===== src/rtl/acc_alu_pkg.sv =====
`timescale 1ns/1ps
package acc_alu_pkg;

  localparam int CODE_W = 4;

  typedef enum logic [CODE_W-1:0] {
    OPC_LOAD = 4'h8,
    OPC_OR   = 4'h9,
    OPC_AND  = 4'hA,
    OPC_XOR  = 4'hB,
    OPC_ADD  = 4'hC,
    OPC_RSUB = 4'hD,
    OPC_SHL  = 4'hE,
    OPC_SUB  = 4'hF
  } op_code_e;

  typedef enum logic [2:0] {
    CLS_NONE  = 3'd0,
    CLS_LOAD  = 3'd1,
    CLS_LOGIC = 3'd2,
    CLS_ARITH = 3'd3,
    CLS_SHIFT = 3'd4
  } op_class_e;

  typedef enum logic [1:0] {
    LG_OR  = 2'd0,
    LG_AND = 2'd1,
    LG_XOR = 2'd2
  } logic_sel_e;

  // AR_MMD: operand minus accumulator, AR_DMM: accumulator minus operand
  typedef enum logic [1:0] {
    AR_ADD = 2'd0,
    AR_MMD = 2'd1,
    AR_DMM = 2'd2
  } arith_sel_e;

  typedef struct packed {
    op_class_e  cls;
    logic_sel_e lsel;
    arith_sel_e asel;
    logic       wr_acc;
    logic       wr_flag;
    logic       bump;
  } dec_t;

endpackage


===== src/rtl/acc_alu_decode.sv =====
`timescale 1ns/1ps
module acc_alu_decode
  import acc_alu_pkg::*;
(
  input  logic [CODE_W-1:0] op_code,
  output dec_t              dec
);

  always_comb begin
    dec         = '0;
    dec.cls     = CLS_NONE;
    dec.lsel    = LG_OR;
    dec.asel    = AR_ADD;
    case (op_code)
      OPC_LOAD: begin
        dec.cls    = CLS_LOAD;
        dec.wr_acc = 1'b1;
        dec.bump   = 1'b1;
      end
      OPC_OR, OPC_AND, OPC_XOR: begin
        dec.cls    = CLS_LOGIC;
        dec.wr_acc = 1'b1;
        dec.bump   = 1'b1;
        case (op_code)
          OPC_AND: dec.lsel = LG_AND;
          OPC_XOR: dec.lsel = LG_XOR;
          default: dec.lsel = LG_OR;
        endcase
      end
      OPC_ADD, OPC_RSUB, OPC_SUB: begin
        dec.cls     = CLS_ARITH;
        dec.wr_acc  = 1'b1;
        dec.wr_flag = 1'b1;
        dec.bump    = 1'b1;
        case (op_code)
          OPC_RSUB: dec.asel = AR_MMD;
          OPC_SUB:  dec.asel = AR_DMM;
          default:  dec.asel = AR_ADD;
        endcase
      end
      OPC_SHL: begin
        dec.cls     = CLS_SHIFT;
        dec.wr_acc  = 1'b1;
        dec.wr_flag = 1'b1;
        dec.bump    = 1'b0;
      end
      default: begin
        dec.cls = CLS_NONE;
      end
    endcase
  end

endmodule


===== src/rtl/acc_alu_logic.sv =====
`timescale 1ns/1ps
module acc_alu_logic
  import acc_alu_pkg::*;
#(
  parameter int W = 8
) (
  input  logic_sel_e     sel,
  input  logic [W-1:0]   opnd,
  input  logic [W-1:0]   acc,
  output logic [W-1:0]   res
);

  function automatic logic bit_op(logic_sel_e s, logic a, logic b);
    case (s)
      LG_AND:  return a & b;
      LG_XOR:  return a ^ b;
      default: return a | b;
    endcase
  endfunction

  for (genvar i = 0; i < W; i++) begin : g_bit
    assign res[i] = bit_op(sel, opnd[i], acc[i]);
  end

endmodule


===== src/rtl/acc_alu_addsub.sv =====
`timescale 1ns/1ps
module acc_alu_addsub
  import acc_alu_pkg::*;
#(
  parameter int W = 8
) (
  input  arith_sel_e     sel,
  input  logic [W-1:0]   opnd,
  input  logic [W-1:0]   acc,
  output logic [W-1:0]   sum,
  output logic           cout
);

  logic [W-1:0] a_in;
  logic [W-1:0] b_in;
  logic         c_in;
  logic [W:0]   chain;

  // subtraction = add of the two's complement; carry out is then "no borrow"
  always_comb begin
    case (sel)
      AR_MMD: begin
        a_in = opnd;
        b_in = ~acc;
        c_in = 1'b1;
      end
      AR_DMM: begin
        a_in = acc;
        b_in = ~opnd;
        c_in = 1'b1;
      end
      default: begin
        a_in = opnd;
        b_in = acc;
        c_in = 1'b0;
      end
    endcase
  end

  function automatic logic [1:0] full_add(logic a, logic b, logic c);
    return {(a & b) | (a & c) | (b & c), a ^ b ^ c};
  endfunction

  assign chain[0] = c_in;

  for (genvar i = 0; i < W; i++) begin : g_fa
    assign {chain[i+1], sum[i]} = full_add(a_in[i], b_in[i], chain[i]);
  end

  assign cout = chain[W];

endmodule


===== src/rtl/acc_alu_shift.sv =====
`timescale 1ns/1ps
module acc_alu_shift #(
  parameter int W = 8
) (
  input  logic [W-1:0] acc,
  output logic [W-1:0] res,
  output logic         msb_out
);

  assign res     = {acc[W-2:0], 1'b0};
  assign msb_out = acc[W-1];

endmodule


===== src/rtl/acc_alu_slice.sv =====
`timescale 1ns/1ps
module acc_alu_slice
  import acc_alu_pkg::*;
#(
  parameter int DATA_W = 8
) (
  input  logic              clk,
  input  logic              rst,
  input  logic              exec_en,
  input  logic [CODE_W-1:0] op_code,
  input  logic [DATA_W-1:0] mem_opnd,
  output logic [DATA_W-1:0] acc_q,
  output logic              carry_q,
  output logic              ptr_inc
);

  dec_t              dec;
  logic [DATA_W-1:0] logic_res;
  logic [DATA_W-1:0] arith_res;
  logic              arith_cout;
  logic [DATA_W-1:0] shift_res;
  logic              shift_msb;
  logic [DATA_W-1:0] next_acc;
  logic              next_flag;
  logic              acc_load;
  logic              flag_load;

  acc_alu_decode u_dec (
    .op_code (op_code),
    .dec     (dec)
  );

  acc_alu_logic #(.W(DATA_W)) u_logic (
    .sel  (dec.lsel),
    .opnd (mem_opnd),
    .acc  (acc_q),
    .res  (logic_res)
  );

  acc_alu_addsub #(.W(DATA_W)) u_arith (
    .sel  (dec.asel),
    .opnd (mem_opnd),
    .acc  (acc_q),
    .sum  (arith_res),
    .cout (arith_cout)
  );

  acc_alu_shift #(.W(DATA_W)) u_shift (
    .acc     (acc_q),
    .res     (shift_res),
    .msb_out (shift_msb)
  );

  always_comb begin
    next_acc  = acc_q;
    next_flag = carry_q;
    case (dec.cls)
      CLS_LOAD:  next_acc = mem_opnd;
      CLS_LOGIC: next_acc = logic_res;
      CLS_ARITH: begin
        next_acc  = arith_res;
        next_flag = arith_cout;
      end
      CLS_SHIFT: begin
        next_acc  = shift_res;
        next_flag = shift_msb;
      end
      default: ;
    endcase
  end

  assign acc_load  = exec_en & dec.wr_acc;
  assign flag_load = exec_en & dec.wr_flag;

  always_ff @(posedge clk) begin
    if (rst) begin
      acc_q   <= '0;
      carry_q <= 1'b0;
    end else begin
      if (acc_load)  acc_q   <= next_acc;
      if (flag_load) carry_q <= next_flag;
    end
  end

  assign ptr_inc = exec_en & dec.bump & ~rst;

endmodule


===== config.mk =====
export PLATFORM = sky130hd
export DESIGN_NAME = acc_alu_slice
export DESIGN_NICKNAME = d
export VERILOG_FILES = /design/src/rtl/acc_alu_pkg.sv /design/src/rtl/acc_alu_decode.sv /design/src/rtl/acc_alu_logic.sv /design/src/rtl/acc_alu_addsub.sv /design/src/rtl/acc_alu_shift.sv /design/src/rtl/acc_alu_slice.sv
export SDC_FILE = /design/constraint.sdc
export NUM_CORES = 1
export LEC_CHECK = 0
export ABC_AREA = 0
export BUFFER_PORTS_ARGS = -buffer_cell sky130_fd_sc_hd__buf_2
export CORE_MARGIN = 2
export CORE_UTILIZATION = 32
export CTS_BUF_LIST = sky130_fd_sc_hd__clkbuf_8
export DETAILED_ROUTE_END_ITERATION = 10
export PLACE_DENSITY = 0.48
export SYNTH_ARGS = -nofsm -noshare
export SYNTH_HDL_FRONTEND = slang
export SYNTH_SLANG_ARGS = --single-unit

===== constraint.sdc =====
create_clock -name clk -period 8.31 [get_ports clk]
set_clock_uncertainty 0.05 [all_clocks]
set_input_delay 1.2465 -clock clk [delete_from_list [all_inputs] [get_ports clk]]
set_output_delay 1.2465 -clock clk [all_outputs]
set_load 0.01 [all_outputs]

==> reports/qor.csv <==
stage;metric;value;unit
setup_path;crit_path_end_kind;flop;
yosys;synth_area;1530;um2
setup_path;slowest_stage;fa_1;
setup_path;slowest_delay;0.49;ns
final_layout;fin_nets;255;
setup_path;critPathBufInv;6;
clocking;cts_max_path_buffers;2;
clocking;cts.clk_slew.worst_paths;0.05;ns
place;dpl-instance-area;1640;um2
routing;drt_iter0_drc;64;
timing;setup_tns;0;ns
final_layout;finish.utilization;36.2;%
yosys;synthTopCellsByCount;27 x inv_1, 21 x ha_1, 20 x nand2_1;
timing;finalCritPeriodShare;65.8;%
floorplan;core_area;4660;um2
routing;drtPass1Iterations;4;
routing;ant_nets;0;
setup_path;crit_top_cell;fa_1;
global_routing;grt_antenna_before_repair;0;
clocking;cts_setup_buffers;0;
floorplan;dieArea;5350;um2
final_layout;stdcell_area;1690;um2
yosys;synth_nets;240;
floorplan;die_y;73.2;um
clocking;cts.htree.levels;1;
yosys;synth_top_area_cell;ha_1;
place;portBuffers;24;
clocking;hold_buffers;0;
global_routing;grt_max_degree;20;
routing;avgRoutedWirePerCell;15.9;um
routing;via_per_inst;5.47;
yosys;synth_edf_count;0;
final_layout;n_fill_cell;497;
power_and_ir_drop;peakVddDrop;0.0000394;V
global_routing;grt-ovfl-total;0;
global_routing;grt_pass1_vias;1379;
floorplan;start_util;32.8;%
timing;drv_slew;0;
setup_path;arrival;5.59;ns
yosys;yosysWarnings;0;
min_path;worst_hold_path_type;flop to flop;
setup_path;path_max_fanout;19;
floorplan;num_io_pins;25;
yosys;synth_async_sr_flop_share;0;%
clocking;cts_tree;built;
setup_path;crit_type;input port to flop;
clocking;numCtsBuffers;3;
yosys;synth-seq-area-share;11.8;%
min_path;hp-start;carry_q;
place;place.gp.congestion;0.824;
timing;period_needed;5.47;ns
routing;drc;0;
yosys;synth.distinct_cells;38;
yosys;yosys.area.top_type_share;17.2;%
setup_path;cp-start-kind;input port;
power_and_ir_drop;powerDensity;99.9;nW/um2
run_status;status;complete, no violations;
job;drv_cap;0;
timing;setup_viol;0;
setup_path;worstSetupStartpoint;op_code[2];
place;place_hpwl;3000;um
clocking;cts_resized;0;
yosys;synth_ff_type;dfxtp_1;
setup_path;crit_chain;buf_2 > nand2_1 > nor3b_1 > inv_1 > ha_1 > inv_1 > o22ai_1 > mux2i_1 > fa_1 > fa_1 > inv_1 > fa_1 > inv_1 > fa_1 > inv_1 > fa_1 > fa_1 > fa_1 > nand2_1 > o211ai_1 > a21oi_1 > o21ai_1;
yosys;ys_ff_latch;9;
timing;slew_headroom;34.2;%
timing;hold_violations;0;
floorplan;rows;25;
global_routing;grt_first_pass_wirelength;7020;um
final_layout;syn_to_final_growth;10.2;%
final_layout;diodes;0;
power_and_ir_drop;p_leak;0.744;nW
floorplan;fp.dieW;73.2;um
timing;rsz0062_at_grt;false;
global_routing;grt_usage;17.0;%
yosys;syn_avg_cell_area;7.77;um2
routing;routed_wl;4220;um
clocking;clock_latency;0.24;ns
setup_path;critPathTopFamily;adder cells;
final_layout;layout-drive-gt1-share;13.3;%
timing;timing_worst_slew_pin_value;0.982;ns
setup_path;r2r-start;acc_q[1];
yosys;synth.area.top_cells;ha_1 17%, dfxtp_1 12%, fa_1 9.2%, mux2i_1 8.5%, inv_1 6.6%;
yosys;syn_inst;197;
timing;fmax;0.183;GHz
clocking;cts_root_buf;clkbuf_8;
clocking;cts.sinks;9;
setup_path;required;8.43;ns
routing;vias;1449;
yosys;synth_most_common_cell;inv_1;
==> where the power goes <==
group / switching [mW] / internal [mW]
logic: 0.0378 / 0.0253
registers: 0.00432 / 0.0457
clock network: 0.0228 / 0.0326
==> area by class of cell <==
type | count | area (um2) | area share (%)
multi-input combinational | 147 | 1170 | 69.5
clock inverter | 1 | 3.75 | 0.223
tap | 54 | 67.6 | 4.01
timing repair buffer | 24 | 120 | 7.12
inverter | 27 | 101 | 6.01
sequential | 9 | 180 | 10.7
clock buffer | 3 | 41.3 | 2.45
==> logic make-up (layout without fill, tap and decap cells) <==
logic type,Yosys count,in the layout,synth area share [%]
mux,13,13,8.50
simple gates,42,42,14.5
flops,9,9,11.8
compound gates,64,64,27.3
buf+inv,41,55,11.6
fa+ha+maj,28,28,26.3
==> flip-flops by register name, indices dropped and copies added, names as in the netlist <==
signal / count
acc_q: 8
carry_q: 1
==> cell usage in the layout (no fill, tap or decap) <==
cell,n
and3b_1,1
and4b_1,1
a311oi_1,1
dfxtp_1,9
nand2b_1,2
o211ai_1,5
nand2_1,20
nand4_1,1
clkbuf_8,3
a21oi_1,9
a221oi_1,4
a31oi_1,2
ha_1,21
a2111oi_2,1
nand4b_1,4
fa_1,7
a22o_1,1
o22ai_1,3
nand3b_1,1
nor2b_1,1
o31a_1,1
inv_1,28
a22oi_1,7
nor3b_1,4
and3_1,1
a211oi_1,6
nand3_1,1
o21ai_0,13
a21boi_0,1
buf_2,24
o21ai_1,8
o31ai_1,1
nor2_1,5
a32o_1,1
mux2i_1,13
==> per-layer routing <==
layer / up-vias / track usage (%) / routed length (um)
met5: - / 0 / 0
met4: 0 / 4.73 / 80
met3: 6 / 1.66 / 90
met2: 22 / 27.4 / 1930
met1: 692 / 23.9 / 2120
li1: 729 / - / -
==> path summary, 6_finish.rpt <==
check	cells past startpoint	slack (ns)	to
worst max-delay path	22	2.84	acc_q[7]
worst min-delay path	2	0.44	carry_q
worst max register to register	16	4.68	acc_q[7]
worst min register to register	2	0.44	carry_q
==> worst reg2reg max path, stage by stage (launching register included) <==
cell and delay (ns):
dfxtp_1 0.47, o22ai_1 0.12, mux2i_1 0.19, fa_1 0.21
fa_1 0.16, inv_1 0.05, fa_1 0.35, inv_1 0.07
fa_1 0.15, inv_1 0.05, fa_1 0.38, fa_1 0.41
fa_1 0.49, nand2_1 0.05, o211ai_1 0.16, a21oi_1 0.06
o21ai_1 0.15
==> stage by stage <==
stage	cells	worst slack (ns)	power, mW	hold WS (ns)
floorplan	197	2.74	0.0950	0.430
global placement	261	2.64	0.115	0.437
detailed placement	261	2.60	0.115	0.439
CTS	265	2.84	0.169	0.446
global route	265	2.37	0.182	0.477
finish	265	2.84	0.168	0.440
Note: power is estimated with default switching activity, not from simulation.
